## src/rtl/mss_pkg.sv

```systemverilog
package mss_pkg;

   localparam int unsigned LEN_W     = 16;
   localparam int unsigned LEN_MAX   = 32;
   localparam int unsigned LENS_BITS = LEN_W * LEN_MAX;

   typedef enum logic [1:0] {
      SQ_IDLE  = 2'd0,
      SQ_RUN   = 2'd1,
      SQ_DRAIN = 2'd2
   } mss_state_e;

   // largest window length among the first n packed fields
   function automatic int unsigned mss_max_len(input logic [LENS_BITS-1:0] lens,
                                               input int unsigned n);
      int unsigned m;
      m = 0;
      for (int unsigned i = 0; i < LEN_MAX; i++) begin
         if (i < n && 32'(lens[i*LEN_W +: LEN_W]) > m)
            m = 32'(lens[i*LEN_W +: LEN_W]);
      end
      return m;
   endfunction

endpackage

```

## src/rtl/mss_history_ram.sv

```systemverilog
module mss_history_ram #(
   parameter int unsigned DATA_W = 8,
   parameter int unsigned ADDR_W = 8,
   parameter int unsigned WORDS  = 256
) (
   input  logic              clk_i,
   input  logic              we_i,
   input  logic [ADDR_W-1:0] addr_i,
   input  logic [DATA_W-1:0] wdata_i,
   output logic [DATA_W-1:0] rdata_o
);

   logic [DATA_W-1:0] mem_q [WORDS];
   logic [DATA_W-1:0] rdata_q;

   // single port: one access per clock, read data one cycle later
   always_ff @(posedge clk_i) begin
      if (we_i) mem_q[addr_i] <= wdata_i;
      else      rdata_q       <= mem_q[addr_i];
   end

   assign rdata_o = rdata_q;

endmodule

```

## src/rtl/mss_preavg.sv

```systemverilog
module mss_preavg #(
   parameter int unsigned NUM_CH     = 4,
   parameter int unsigned SAMPLE_W   = 8,
   parameter int unsigned DECIM_LOG2 = 3
) (
   input  logic                         clk_i,
   input  logic                         rst_i,
   input  logic                         in_valid_i,
   input  logic [NUM_CH*SAMPLE_W-1:0]   in_samples_i,
   output logic                         out_valid_o,
   output logic [NUM_CH*SAMPLE_W-1:0]   out_samples_o
);

   localparam int unsigned SUM_W = SAMPLE_W + DECIM_LOG2;

   logic [DECIM_LOG2-1:0] grp_cnt_q;
   logic                  grp_last;

   assign grp_last    = &grp_cnt_q;
   assign out_valid_o = in_valid_i & grp_last;

   always_ff @(posedge clk_i) begin
      if (rst_i)           grp_cnt_q <= '0;
      else if (in_valid_i) grp_cnt_q <= grp_cnt_q + 1'b1;
   end

   for (genvar c = 0; c < NUM_CH; c++) begin : g_ch
      logic [SUM_W-1:0] part_q;
      logic [SUM_W-1:0] total;

      assign total = part_q + SUM_W'(in_samples_i[c*SAMPLE_W +: SAMPLE_W]);
      assign out_samples_o[c*SAMPLE_W +: SAMPLE_W] = total[SUM_W-1:DECIM_LOG2];

      always_ff @(posedge clk_i) begin
         if (rst_i)           part_q <= '0;
         else if (in_valid_i) part_q <= grp_last ? '0 : total;
      end
   end

endmodule

```

## src/rtl/mss_sequencer.sv

```systemverilog
module mss_sequencer
   import mss_pkg::*;
#(
   parameter int unsigned NUM_CH  = 4,
   parameter int unsigned NUM_WIN = 3,
   parameter int unsigned CH_W    = 2,
   parameter int unsigned WIN_W   = 2
) (
   input  logic             clk_i,
   input  logic             rst_i,
   input  logic             start_i,
   output logic             busy_o,
   output logic             done_o,
   output logic             op_valid_o,
   output logic             op_write_o,
   output logic [CH_W-1:0]  op_ch_o,
   output logic [WIN_W-1:0] op_win_o,
   output logic             acc_en_o,
   output logic [CH_W-1:0]  acc_ch_o,
   output logic [WIN_W-1:0] acc_win_o
);

   localparam int unsigned SLOT_W = $clog2(NUM_WIN + 1);

   mss_state_e        state_q;
   logic [CH_W-1:0]   ch_q;
   logic [SLOT_W-1:0] slot_q;
   logic              done_q;
   logic              acc_en_q;
   logic [CH_W-1:0]   acc_ch_q;
   logic [WIN_W-1:0]  acc_win_q;
   logic              last_slot;
   logic              last_ch;
   logic [SLOT_W-1:0] slot_m1;

   assign last_slot = (slot_q == SLOT_W'(NUM_WIN));
   assign last_ch   = (ch_q == CH_W'(NUM_CH - 1));
   assign slot_m1   = slot_q - SLOT_W'(1);

   // slot 0 writes the new sample, slot k>0 reads the sample leaving window k-1
   always_ff @(posedge clk_i) begin
      if (rst_i) begin
         state_q   <= SQ_IDLE;
         ch_q      <= '0;
         slot_q    <= '0;
         done_q    <= 1'b0;
         acc_en_q  <= 1'b0;
         acc_ch_q  <= '0;
         acc_win_q <= '0;
      end else begin
         done_q   <= 1'b0;
         acc_en_q <= 1'b0;
         case (state_q)
            SQ_IDLE: begin
               if (start_i) begin
                  state_q <= SQ_RUN;
                  ch_q    <= '0;
                  slot_q  <= '0;
               end
            end
            SQ_RUN: begin
               acc_en_q  <= (slot_q != '0);
               acc_ch_q  <= ch_q;
               acc_win_q <= WIN_W'(slot_m1);
               if (last_slot) begin
                  slot_q <= '0;
                  if (last_ch) state_q <= SQ_DRAIN;
                  else         ch_q    <= ch_q + 1'b1;
               end else begin
                  slot_q <= slot_q + 1'b1;
               end
            end
            SQ_DRAIN: begin
               state_q <= SQ_IDLE;
               done_q  <= 1'b1;
            end
            default: state_q <= SQ_IDLE;
         endcase
      end
   end

   assign busy_o     = (state_q != SQ_IDLE);
   assign done_o     = done_q;
   assign op_valid_o = (state_q == SQ_RUN);
   assign op_write_o = (slot_q == '0);
   assign op_ch_o    = ch_q;
   assign op_win_o   = WIN_W'(slot_m1);
   assign acc_en_o   = acc_en_q;
   assign acc_ch_o   = acc_ch_q;
   assign acc_win_o  = acc_win_q;

endmodule

```

## src/rtl/mss_moving_sum.sv

```systemverilog
module mss_moving_sum
   import mss_pkg::*;
#(
   parameter int unsigned NUM_CH     = 4,
   parameter int unsigned NUM_WIN    = 3,
   parameter int unsigned SAMPLE_W   = 8,
   parameter int unsigned DEPTH      = 64,
   parameter int unsigned DECIM_LOG2 = 0,
   parameter logic [NUM_WIN*LEN_W-1:0] WIN_LENS = {16'd48, 16'd16, 16'd4},
   localparam int unsigned MAX_WIN   = mss_max_len(LENS_BITS'(WIN_LENS), NUM_WIN),
   localparam int unsigned ACC_W     = SAMPLE_W + $clog2(MAX_WIN),
   localparam int unsigned SUMS_W    = NUM_CH * NUM_WIN * ACC_W
) (
   input  logic                       clk_i,
   input  logic                       rst_i,
   input  logic                       valid_i,
   input  logic [NUM_CH*SAMPLE_W-1:0] samples_i,
   output logic                       busy_o,
   output logic                       drop_o,
   output logic                       done_o,
   output logic [SUMS_W-1:0]          sums_o
);

   localparam int unsigned PTR_W  = $clog2(DEPTH);
   localparam int unsigned CH_W   = (NUM_CH > 1) ? $clog2(NUM_CH) : 1;
   localparam int unsigned WIN_W  = (NUM_WIN > 1) ? $clog2(NUM_WIN) : 1;
   localparam int unsigned ADDR_W = CH_W + PTR_W;
   localparam int unsigned WORDS  = NUM_CH * DEPTH;
   localparam int unsigned FILL_W = $clog2(MAX_WIN + 1);

   // ---------------- elaboration checks ----------------
   if (DEPTH < 2 || DEPTH != (1 << PTR_W)) begin : g_bad_depth
      $error("DEPTH must be a power of two of at least 2");
   end
   if (MAX_WIN >= DEPTH) begin : g_bad_win
      $error("every window must be shorter than DEPTH");
   end
   if (NUM_WIN < 1 || NUM_WIN > LEN_MAX) begin : g_bad_count
      $error("NUM_WIN out of range");
   end
   if (NUM_CH < 1 || SAMPLE_W < 1) begin : g_bad_shape
      $error("NUM_CH and SAMPLE_W must be nonzero");
   end
   if (DECIM_LOG2 > 8) begin : g_bad_decim
      $error("DECIM_LOG2 too large");
   end

   // ---------------- window length table ----------------
   logic [LEN_W-1:0] len_arr [NUM_WIN];
   for (genvar w = 0; w < NUM_WIN; w++) begin : g_len
      if (WIN_LENS[w*LEN_W +: LEN_W] == '0) begin : g_zero
         $error("window length of zero");
      end
      assign len_arr[w] = WIN_LENS[w*LEN_W +: LEN_W];
   end

   // ---------------- sequencer ----------------
   logic             seq_busy;
   logic             seq_done;
   logic             op_valid;
   logic             op_write;
   logic [CH_W-1:0]  op_ch;
   logic [WIN_W-1:0] op_win;
   logic             acc_en;
   logic [CH_W-1:0]  acc_ch;
   logic [WIN_W-1:0] acc_win;
   logic             tick_go;
   logic [NUM_CH*SAMPLE_W-1:0] tick_samples;
   logic             accept;

   assign accept = valid_i & ~seq_busy;

   // ---------------- optional pre-averaging ----------------
   if (DECIM_LOG2 > 0) begin : g_avg
      mss_preavg #(
         .NUM_CH     (NUM_CH),
         .SAMPLE_W   (SAMPLE_W),
         .DECIM_LOG2 (DECIM_LOG2)
      ) u_preavg (
         .clk_i         (clk_i),
         .rst_i         (rst_i),
         .in_valid_i    (accept),
         .in_samples_i  (samples_i),
         .out_valid_o   (tick_go),
         .out_samples_o (tick_samples)
      );
   end else begin : g_direct
      assign tick_go      = accept;
      assign tick_samples = samples_i;
   end

   mss_sequencer #(
      .NUM_CH  (NUM_CH),
      .NUM_WIN (NUM_WIN),
      .CH_W    (CH_W),
      .WIN_W   (WIN_W)
   ) u_seq (
      .clk_i      (clk_i),
      .rst_i      (rst_i),
      .start_i    (tick_go),
      .busy_o     (seq_busy),
      .done_o     (seq_done),
      .op_valid_o (op_valid),
      .op_write_o (op_write),
      .op_ch_o    (op_ch),
      .op_win_o   (op_win),
      .acc_en_o   (acc_en),
      .acc_ch_o   (acc_ch),
      .acc_win_o  (acc_win)
   );

   // ---------------- tick state ----------------
   logic [SAMPLE_W-1:0] samp_q [NUM_CH];
   logic [PTR_W-1:0]    head_q;
   logic [FILL_W-1:0]   fill_q;
   logic                drop_q;

   always_ff @(posedge clk_i) begin
      if (rst_i) begin
         for (int c = 0; c < NUM_CH; c++) samp_q[c] <= '0;
      end else if (tick_go) begin
         for (int c = 0; c < NUM_CH; c++) samp_q[c] <= tick_samples[c*SAMPLE_W +: SAMPLE_W];
      end
   end

   // head and fill count advance once per finished tick
   always_ff @(posedge clk_i) begin
      if (rst_i) begin
         head_q <= '0;
         fill_q <= '0;
         drop_q <= 1'b0;
      end else begin
         drop_q <= valid_i & seq_busy;
         if (seq_done) begin
            head_q <= head_q + 1'b1;
            if (32'(fill_q) < MAX_WIN) fill_q <= fill_q + 1'b1;
         end
      end
   end

   // ---------------- history memory ----------------
   logic [LEN_W-1:0]    cur_len;
   logic [PTR_W-1:0]    rd_ptr;
   logic [ADDR_W-1:0]   mem_addr;
   logic [SAMPLE_W-1:0] mem_rdata;
   logic                live_q;

   assign cur_len  = (32'(op_win) < NUM_WIN) ? len_arr[op_win] : '0;
   assign rd_ptr   = head_q - PTR_W'(cur_len);
   assign mem_addr = op_write ? {op_ch, head_q} : {op_ch, rd_ptr};

   mss_history_ram #(
      .DATA_W (SAMPLE_W),
      .ADDR_W (ADDR_W),
      .WORDS  (WORDS)
   ) u_hist (
      .clk_i   (clk_i),
      .we_i    (op_valid & op_write),
      .addr_i  (mem_addr),
      .wdata_i (samp_q[op_ch]),
      .rdata_o (mem_rdata)
   );

   // a departing sample exists only once the window has been filled
   always_ff @(posedge clk_i) begin
      if (rst_i)                     live_q <= 1'b0;
      else if (op_valid & ~op_write) live_q <= (32'(fill_q) >= 32'(cur_len));
   end

   // ---------------- accumulators ----------------
   logic [ACC_W-1:0]    sums_q [NUM_CH][NUM_WIN];
   logic [SAMPLE_W-1:0] x_new;
   logic [SAMPLE_W-1:0] y_old;

   assign x_new = samp_q[acc_ch];
   assign y_old = live_q ? mem_rdata : '0;

   always_ff @(posedge clk_i) begin
      if (rst_i) begin
         for (int c = 0; c < NUM_CH; c++)
            for (int w = 0; w < NUM_WIN; w++)
               sums_q[c][w] <= '0;
      end else if (acc_en) begin
         sums_q[acc_ch][acc_win] <= sums_q[acc_ch][acc_win]
                                    + ACC_W'(x_new) - ACC_W'(y_old);
      end
   end

   for (genvar c = 0; c < NUM_CH; c++) begin : g_out_ch
      for (genvar w = 0; w < NUM_WIN; w++) begin : g_out_win
         assign sums_o[(c*NUM_WIN + w)*ACC_W +: ACC_W] = sums_q[c][w];
      end
   end

   assign busy_o = seq_busy;
   assign done_o = seq_done;
   assign drop_o = drop_q;

endmodule

```

## config.mk

```make
export PLATFORM = sky130hd
export DESIGN_NAME = mss_moving_sum
export DESIGN_NICKNAME = d
export VERILOG_FILES = /design/src/rtl/mss_pkg.sv /design/src/rtl/mss_history_ram.sv /design/src/rtl/mss_preavg.sv /design/src/rtl/mss_sequencer.sv /design/src/rtl/mss_moving_sum.sv
export SDC_FILE = /design/constraint.sdc
export NUM_CORES = 2
export LEC_CHECK = 0
export BUFFER_PORTS_ARGS = -buffer_cell sky130_fd_sc_hd__clkbuf_2
export CAP_MARGIN = 20
export CORE_ASPECT_RATIO = 1.2
export CORE_UTILIZATION = 41
export DETAILED_ROUTE_END_ITERATION = 10
export PLACE_DENSITY = 0.64
export REMOVE_ABC_BUFFERS = 1
export SETUP_SLACK_MARGIN = 0.5
export SLEW_MARGIN = 20
export SYNTH_ARGS = -nofsm -noshare
export SYNTH_HDL_FRONTEND = slang
export SYNTH_SLANG_ARGS = --single-unit
```

## constraint.sdc

```tcl
create_clock -name clk_i -period 7 [get_ports clk_i]
set_clock_uncertainty 0.05 [all_clocks]
set_input_delay 0 -clock clk_i [delete_from_list [all_inputs] [get_ports clk_i]]
set_output_delay 0 -clock clk_i [all_outputs]
set_load 0.05 [all_outputs]
```

======== After elaboration in Yosys (flattened, before gate mapping) ========
Memories as Yosys holds them, arrays and structs flattened. A register that Yosys moved wholly into a read port is not among the register bits.
Index checks and enable logic that the tools add are counted.
cells by class
  add/subtract/negate cells ............... 8
  magnitude comparators ................... 6
  equal/unequal tests ..................... 8
  muxes and demuxes ....................... 45
  bitwise operators ....................... 13
  reductions and logical operators ........ 13
operators by type and width
  operator                                      count
  2-to-1 mux 42 bit                             3
  2-to-1 mux 16 bit                             3
  2-to-1 mux 14 bit                             3
  OR reduction 42 bit                           1
  2-to-1 mux 8 bit                              5
  binary-select mux 16 bit (select 2 bit)       1
  binary-select mux 14 bit (select 2 bit)       1
  demux 14 bit (select 2 bit)                   1
  2-to-1 mux 2 bit                              14
  >= comparator 6 x 16 -> 1 bit                 1
  adder 14 x 8 -> 14 bit                        1
  subtractor 14 x 8 -> 14 bit                   1
  adder 6 x 1 -> 6 bit (second input constant)  2
  case mux 2 bit (2 select lines)               3
  2-to-1 mux 1 bit                              10
  == test 2 bit (second input constant)         3
  >= comparator 3 bit (second input constant)   2
  < comparator 6 bit (second input constant)    1
  2-to-1 mux 6 bit                              1
  NOT 2 -> 3 bit                                2
  nonzero test 2 bit                            3
  subtractor 6 bit                              1
  adder 2 x 1 -> 2 bit (second input constant)  2
  bitwise AND 1 bit                             4
  other kinds (15)                              24
word-level totals
  register bits ........................... 26
  RAM bits ................................ 2248
  memories ................................ 3
memory list
  name          words  width  read ports  clocked after memory_dff  write ports  RTL line               source
  u_hist.mem_q  256    8      1           1                         1            mss_history_ram.sv:13  logic [DATA_W-1:0] mem_q [WORDS];
  sums_q        4      42     5           1                         4            mss_moving_sum.sv:171  logic [ACC_W-1:0] sums_q [NUM_CH][NUM_WIN];
  samp_q        4      8      2           2                         4            mss_moving_sum.sv:113  logic [SAMPLE_W-1:0] samp_q [NUM_CH];

======== Depth between registers and ports, before layout ========
  depth after elaboration ................. 8
  depth in mapped cells ................... 19

======== By module ========
A second synthesis with hierarchy kept.
second synthesis, totals
  cells, all modules ...................... 4416
  area total of the unflattened synthesis .. 89784.9 µm²
by module, submodules not included
  module           times used  cells each  area each (µm²)  seq. area each (µm²)
  mss_history_ram  1           3545        78534.1          61739.2
  mss_moving_sum   1           819         10744.1          6286.0
  mss_sequencer    1           52          506.7            240.2

======== Worst setup path before layout ========
OpenSTA, ideal clock, no wires.
  path kind ............................... register to register
  start point ............................. register (tool-made name)
  end point ............................... memory sums_q[0][26] (netlist name) (data pin)
  arrival time ............................ 4.603 ns
  data required time ...................... 6.684 ns
  path slack .............................. 2.081 ns
  stages on the path, launching flop included .. 19
  buffers on the path ..................... 4
  path through ............................ dfxtp_1 -> buf_2 -> buf_1 -> buf_2 -> mux4_2 -> a21oi_1 -> ha_1 -> inv_1 -> ha_1 -> fa_1 -> a21o_1 -> a21oi_1 -> o21ai_0 -> a21oi_1 -> o21ai_0 -> o41ai_1 -> xor2_1 -> clkbuf_1 -> nor2_1
RTL lines
  what       RTL line
  to (decl)  mss_moving_sum.sv:171

======== Worst setup path after layout ========
  start point ............................. register u_seq.slot_q[0]
  end point ............................... memory u_hist.mem_q[166][6] (enable)
on the way
  longest elaborated chain between the ends .. 8
  elaborated cells between the ends (all ways) .. 13
  classes of those cells .................. 2 x add/sub; 1 x order compare; 7 x mux; 2 x bitwise; 1 x reduce/logical
ends and longest elaborated chain
  what                                                   RTL line               source
  from (decl)                                            mss_sequencer.sv:27    logic [SLOT_W-1:0] slot_q;
  from (signal assigned)                                 mss_sequencer.sv:70    slot_q <= slot_q + 1'b1;
  subtractor 2 x 1 -> 2 bit *                            mss_sequencer.sv:38    assign slot_m1 = slot_q - SLOT_W'(1);
  named net op_win[0]                                    mss_moving_sum.sv:63   logic [WIN_W-1:0] op_win;
  NOT 2 -> 3 bit (not written as such)                   mss_moving_sum.sv:148  assign cur_len = (32'(op_win) < NUM_WIN) ? len_arr[op_win] : '0;
  binary-select mux 16 bit (select 2 bit)                mss_moving_sum.sv:148
  2-to-1 mux 16 bit (not written as such) (2 in series)  mss_moving_sum.sv:148
  2-to-1 mux 16 bit *                                    mss_moving_sum.sv:148
  subtractor 6 bit *                                     mss_moving_sum.sv:149  assign rd_ptr = head_q - PTR_W'(cur_len);
  2-to-1 mux 6 bit *                                     mss_moving_sum.sv:150  assign mem_addr = op_write ? {op_ch, head_q} : {op_ch, rd_ptr};
  to (decl)                                              mss_history_ram.sv:13
The timed path passes the listed nets; every way through them passes the cells marked *. The select of a mux whose other input is x is not followed.

==> summary.md <==
| Metric | Value |
|---|---|
| Setup tns final | `0 ns` |
| First-pass GRT wire length | `332000 um` |
| M1 GR Usage | `0.264` |
| Number of I/O port buffers | `205` |
| Fin crit share | `0.737` |
| Total clock buffers created by CTS | `204` |
| Setup Buffers After CTS | `0` |
| Initial drt markers | `4801` |
| Largest net degree at the start of global routing | `218` |
| Routed WL | `230000 um` |
| Status | `finished clean` |
| H-tree depth | `4` |
| TritonCTS clock tree | `done` |
| Core ar. | `217000 sq um` |
| Hold Slack | `0.0695 ns` |
| Die width | `430 um` |
| EDFF count, synth | `2256` |
| Achievable clock frequency | `0.194 GHz` |
| P&R area growth vs syn | `13.1%` |
| Synth Area per Inst | `20.2 sq um` |
| GR Overflow Total | `0` |
| Max_cap viols | `0` |
| I/O pin total | `206` |
| Fill cells | `17709` |
| Crit Path Class | `register to register` |
| CP Max Fanout | `16` |
| Layout cell share with drive strength beyond 1 | `0.245` |
| Total number of vias | `45702` |
| RSZ-0062 raised after global routing | `false` |
| Gr usage total | `0.207` |
| Most frequent cells in the layout | `edfxtp_1, mux4_2, nor2_1` |
| Synth cell types | `71` |
| Initial antenna violation count | `5` |
| Slew Limit Headroom | `0.181` |
| Slew @ Worst Pin | `1.23 ns` |
| Mean number of vias per cell | `5.89` |
| Final setup violation count | `0` |
| Yosys warnings | `0` |
| Post-CTS sizing | `0` |
| GRT met3 Usage | `0.0366` |
| Req. time, crit path | `7.42 ns` |
| Commonest non-fill, non-tap cell in the layout | `edfxtp_1` |
| Register bit total from synthesis | `2286` |
| Routed WL per cell | `29.6 um` |
| Pleak | `31.3 nW` |
| Clock tree buffer depth | `3` |
| Critical Path Source | `u_seq.slot_q[0]` |
| Crit-path slowest cell | `nor2_1` |
| Vias in the first global route | `46069` |
| CP peak stage delay | `0.81 ns` |
| Slew Viols, Final | `0` |
| HP Class | `primary input to register` |
| CTS Sinks | `2286` |
| Hold_sp | `valid_i` |
| Routability cong. | `0.875` |
| Ys flop type | `edfxtp_1` |
| Layout Nets | `4834` |
| GRT busiest layer | `met2` |
| HPWL after DPL | `138000 um` |
| FF-to-FF Start | `u_seq.slot_q[0]` |
| GR Util met2 | `0.351` |
| Cells after Synth | `4456` |
| Post-synthesis cell area | `89900 sq um` |
| Ys async rst share | `0` |
| Row count | `187` |
| Setup crit end kind | `register` |
| Startpoint types | `register` |
| Max VDD drop | `0.000221 V` |
| Clock-pin slew on the worst setup and hold paths | `0.06 ns` |
| Root buf cell | `clkbuf_16` |
| Clock Latency Late Sink | `0.88 ns` |
| Post-DRT Antenna Nets | `0` |
| Worst-path cell chain | `inv_1 > ha_1 > xnor2_1 > ha_1 > o31a_1 > or3_1 > o211a_1 > buf_4 > nor2_2 > nand2_1 > nor2_1` |
| Die ar. | `221000 sq um` |
| Critical path arrival | `5.58 ns` |
| Hold-fix buffers, CTS | `69` |
| Sequential cell area fraction in the yosys report | `0.760` |
| Final hold vios | `0` |
| CP dominant cell by count | `ha_1` |
| Chip Height | `515 um` |
| Power per cell area | `278 nW/um^2` |
| DRC viols | `0` |
| Initial core utilization | `0.414` |
| Drt pass-1 iters | `6` |
| Minimum clock period | `5.16 ns` |
-- power breakdown --
| group | total (W) | leakage [nW] | internal [W] | switching, W |
|---|---|---|---|---|
| clock network | 0.0113 | 3.22 | 0.00622 | 0.00509 |
| logic | 0.00160 | 6.97 | 0.000345 | 0.00125 |
| registers | 0.0153 | 21.1 | 0.0153 | 0.0000603 |
-- worst paths after layout --
kind,endpoint,slack (ns),depth (start not counted)
max,u_hist.mem_q[166][6],1.84,11
min,u_seq.slot_q[1],0.07,5
max reg2reg,u_hist.mem_q[166][6],1.84,11
min reg2reg,u_seq.slot_q[1],0.45,2
-- registers in the layout, summed over array words and instances, names as in the netlist, named ones only --
signal	cells
u_hist.mem_q	2048
u_seq.state_q	2
u_seq.slot_q	2
u_seq.acc_ch_o	2
head_q	6
u_seq.done_o	1
u_seq.acc_en_o	1
fill_q	6
u_seq.op_ch_o	2
u_seq.acc_win_o	2
samp_q	32
u_hist.rdata_o	8
drop_o	1
sums_q	168
live_q	1
-- metrics by stage --
step            util  power [W]  setup slack (ns)  cell area (sq um)  std cells
3_5_place_dp   0.434     0.0172              1.58              94200       7314
6_report       0.468     0.0282              1.84             102000       7763
4_1_cts        0.468     0.0284              1.52             102000       7755
3_3_place_gp   0.434     0.0171              1.64              94200       7314
2_1_floorplan      -     0.0164            -16.54              88500       4177
5_1_grt        0.468     0.0289              1.55             102000       7761
-- critical path, delay by kind of cell (launching register included) --
kind,cells,cell delay [ns]
flops,1,0.47
compound gates,2,0.36
buf+inv,2,0.30
fa+ha+maj,2,0.66
simple gates,4,2.65
xor+xnor,1,0.25
-- area by class of cell --
| type | count | area [sq um] | area share |
|---|---|---|---|
| sequential | 2286 | 68400 | 0.672 |
| multi-input combinational | 1869 | 20200 | 0.199 |
| clock buffer | 243 | 5290 | 0.0520 |
| tap | 2835 | 3550 | 0.0349 |
| timing repair buffer | 375 | 2790 | 0.0274 |
| clock inverter | 129 | 1430 | 0.0140 |
| inverter | 22 | 82.6 | 0.000812 |
| antenna | 4 | 10.0 | 0.0000984 |
-- cells in the mapped netlist, types with 12 or more instances --
| library cell | n | area share |
|---|---|---|
| a22oi_1 | 123 | 0.010 |
| clkbuf_1 | 120 | 0.0050 |
| nand2b_1 | 18 | 0.0013 |
| and2_1 | 33 | 0.0023 |
| inv_1 | 21 | 0.00088 |
| ha_1 | 33 | 0.0046 |
| o21ai_0 | 13 | 0.00072 |
| nor4_1 | 17 | 0.0012 |
| o221ai_1 | 12 | 0.0012 |
| buf_1 | 17 | 0.00071 |
| mux2i_1 | 23 | 0.0026 |
| nor2_1 | 471 | 0.020 |
| a221oi_1 | 32 | 0.0031 |
| buf_4 | 59 | 0.0049 |
| mux4_2 | 566 | 0.14 |
| nand2_1 | 194 | 0.0081 |
| a21oi_1 | 75 | 0.0042 |
| dfxtp_1 | 30 | 0.0067 |
| buf_2 | 76 | 0.0042 |
| nand4_1 | 23 | 0.0016 |
| edfxtp_1 | 2256 | 0.75 |
| a31oi_1 | 30 | 0.0021 |
| a22o_1 | 36 | 0.0035 |
| nand3_1 | 24 | 0.0013 |
| xor2_1 | 13 | 0.0013 |
-- cell families after synthesis --
family          Yosys count  share of synthesized area
compound gates          386                     0.0311
xor+xnor                 22                    0.00214
fa+ha+maj                41                    0.00637
buf+inv                 301                     0.0167
flops                  2286                      0.760
mux                     594                      0.145
simple gates            826                     0.0388
-- layer usage --
metal / share of wire / wire [um] / vias to the layer above
met1: 0.38 / 87800 / 24284
met3: 0.074 / 17100 / 415
li1: - / - / 18860
met4: 0.039 / 8890 / 0
met2: 0.50 / 116000 / 2143
met5: 0 / 0 / -
No activity file was read; power rests on OpenSTA's default activity.
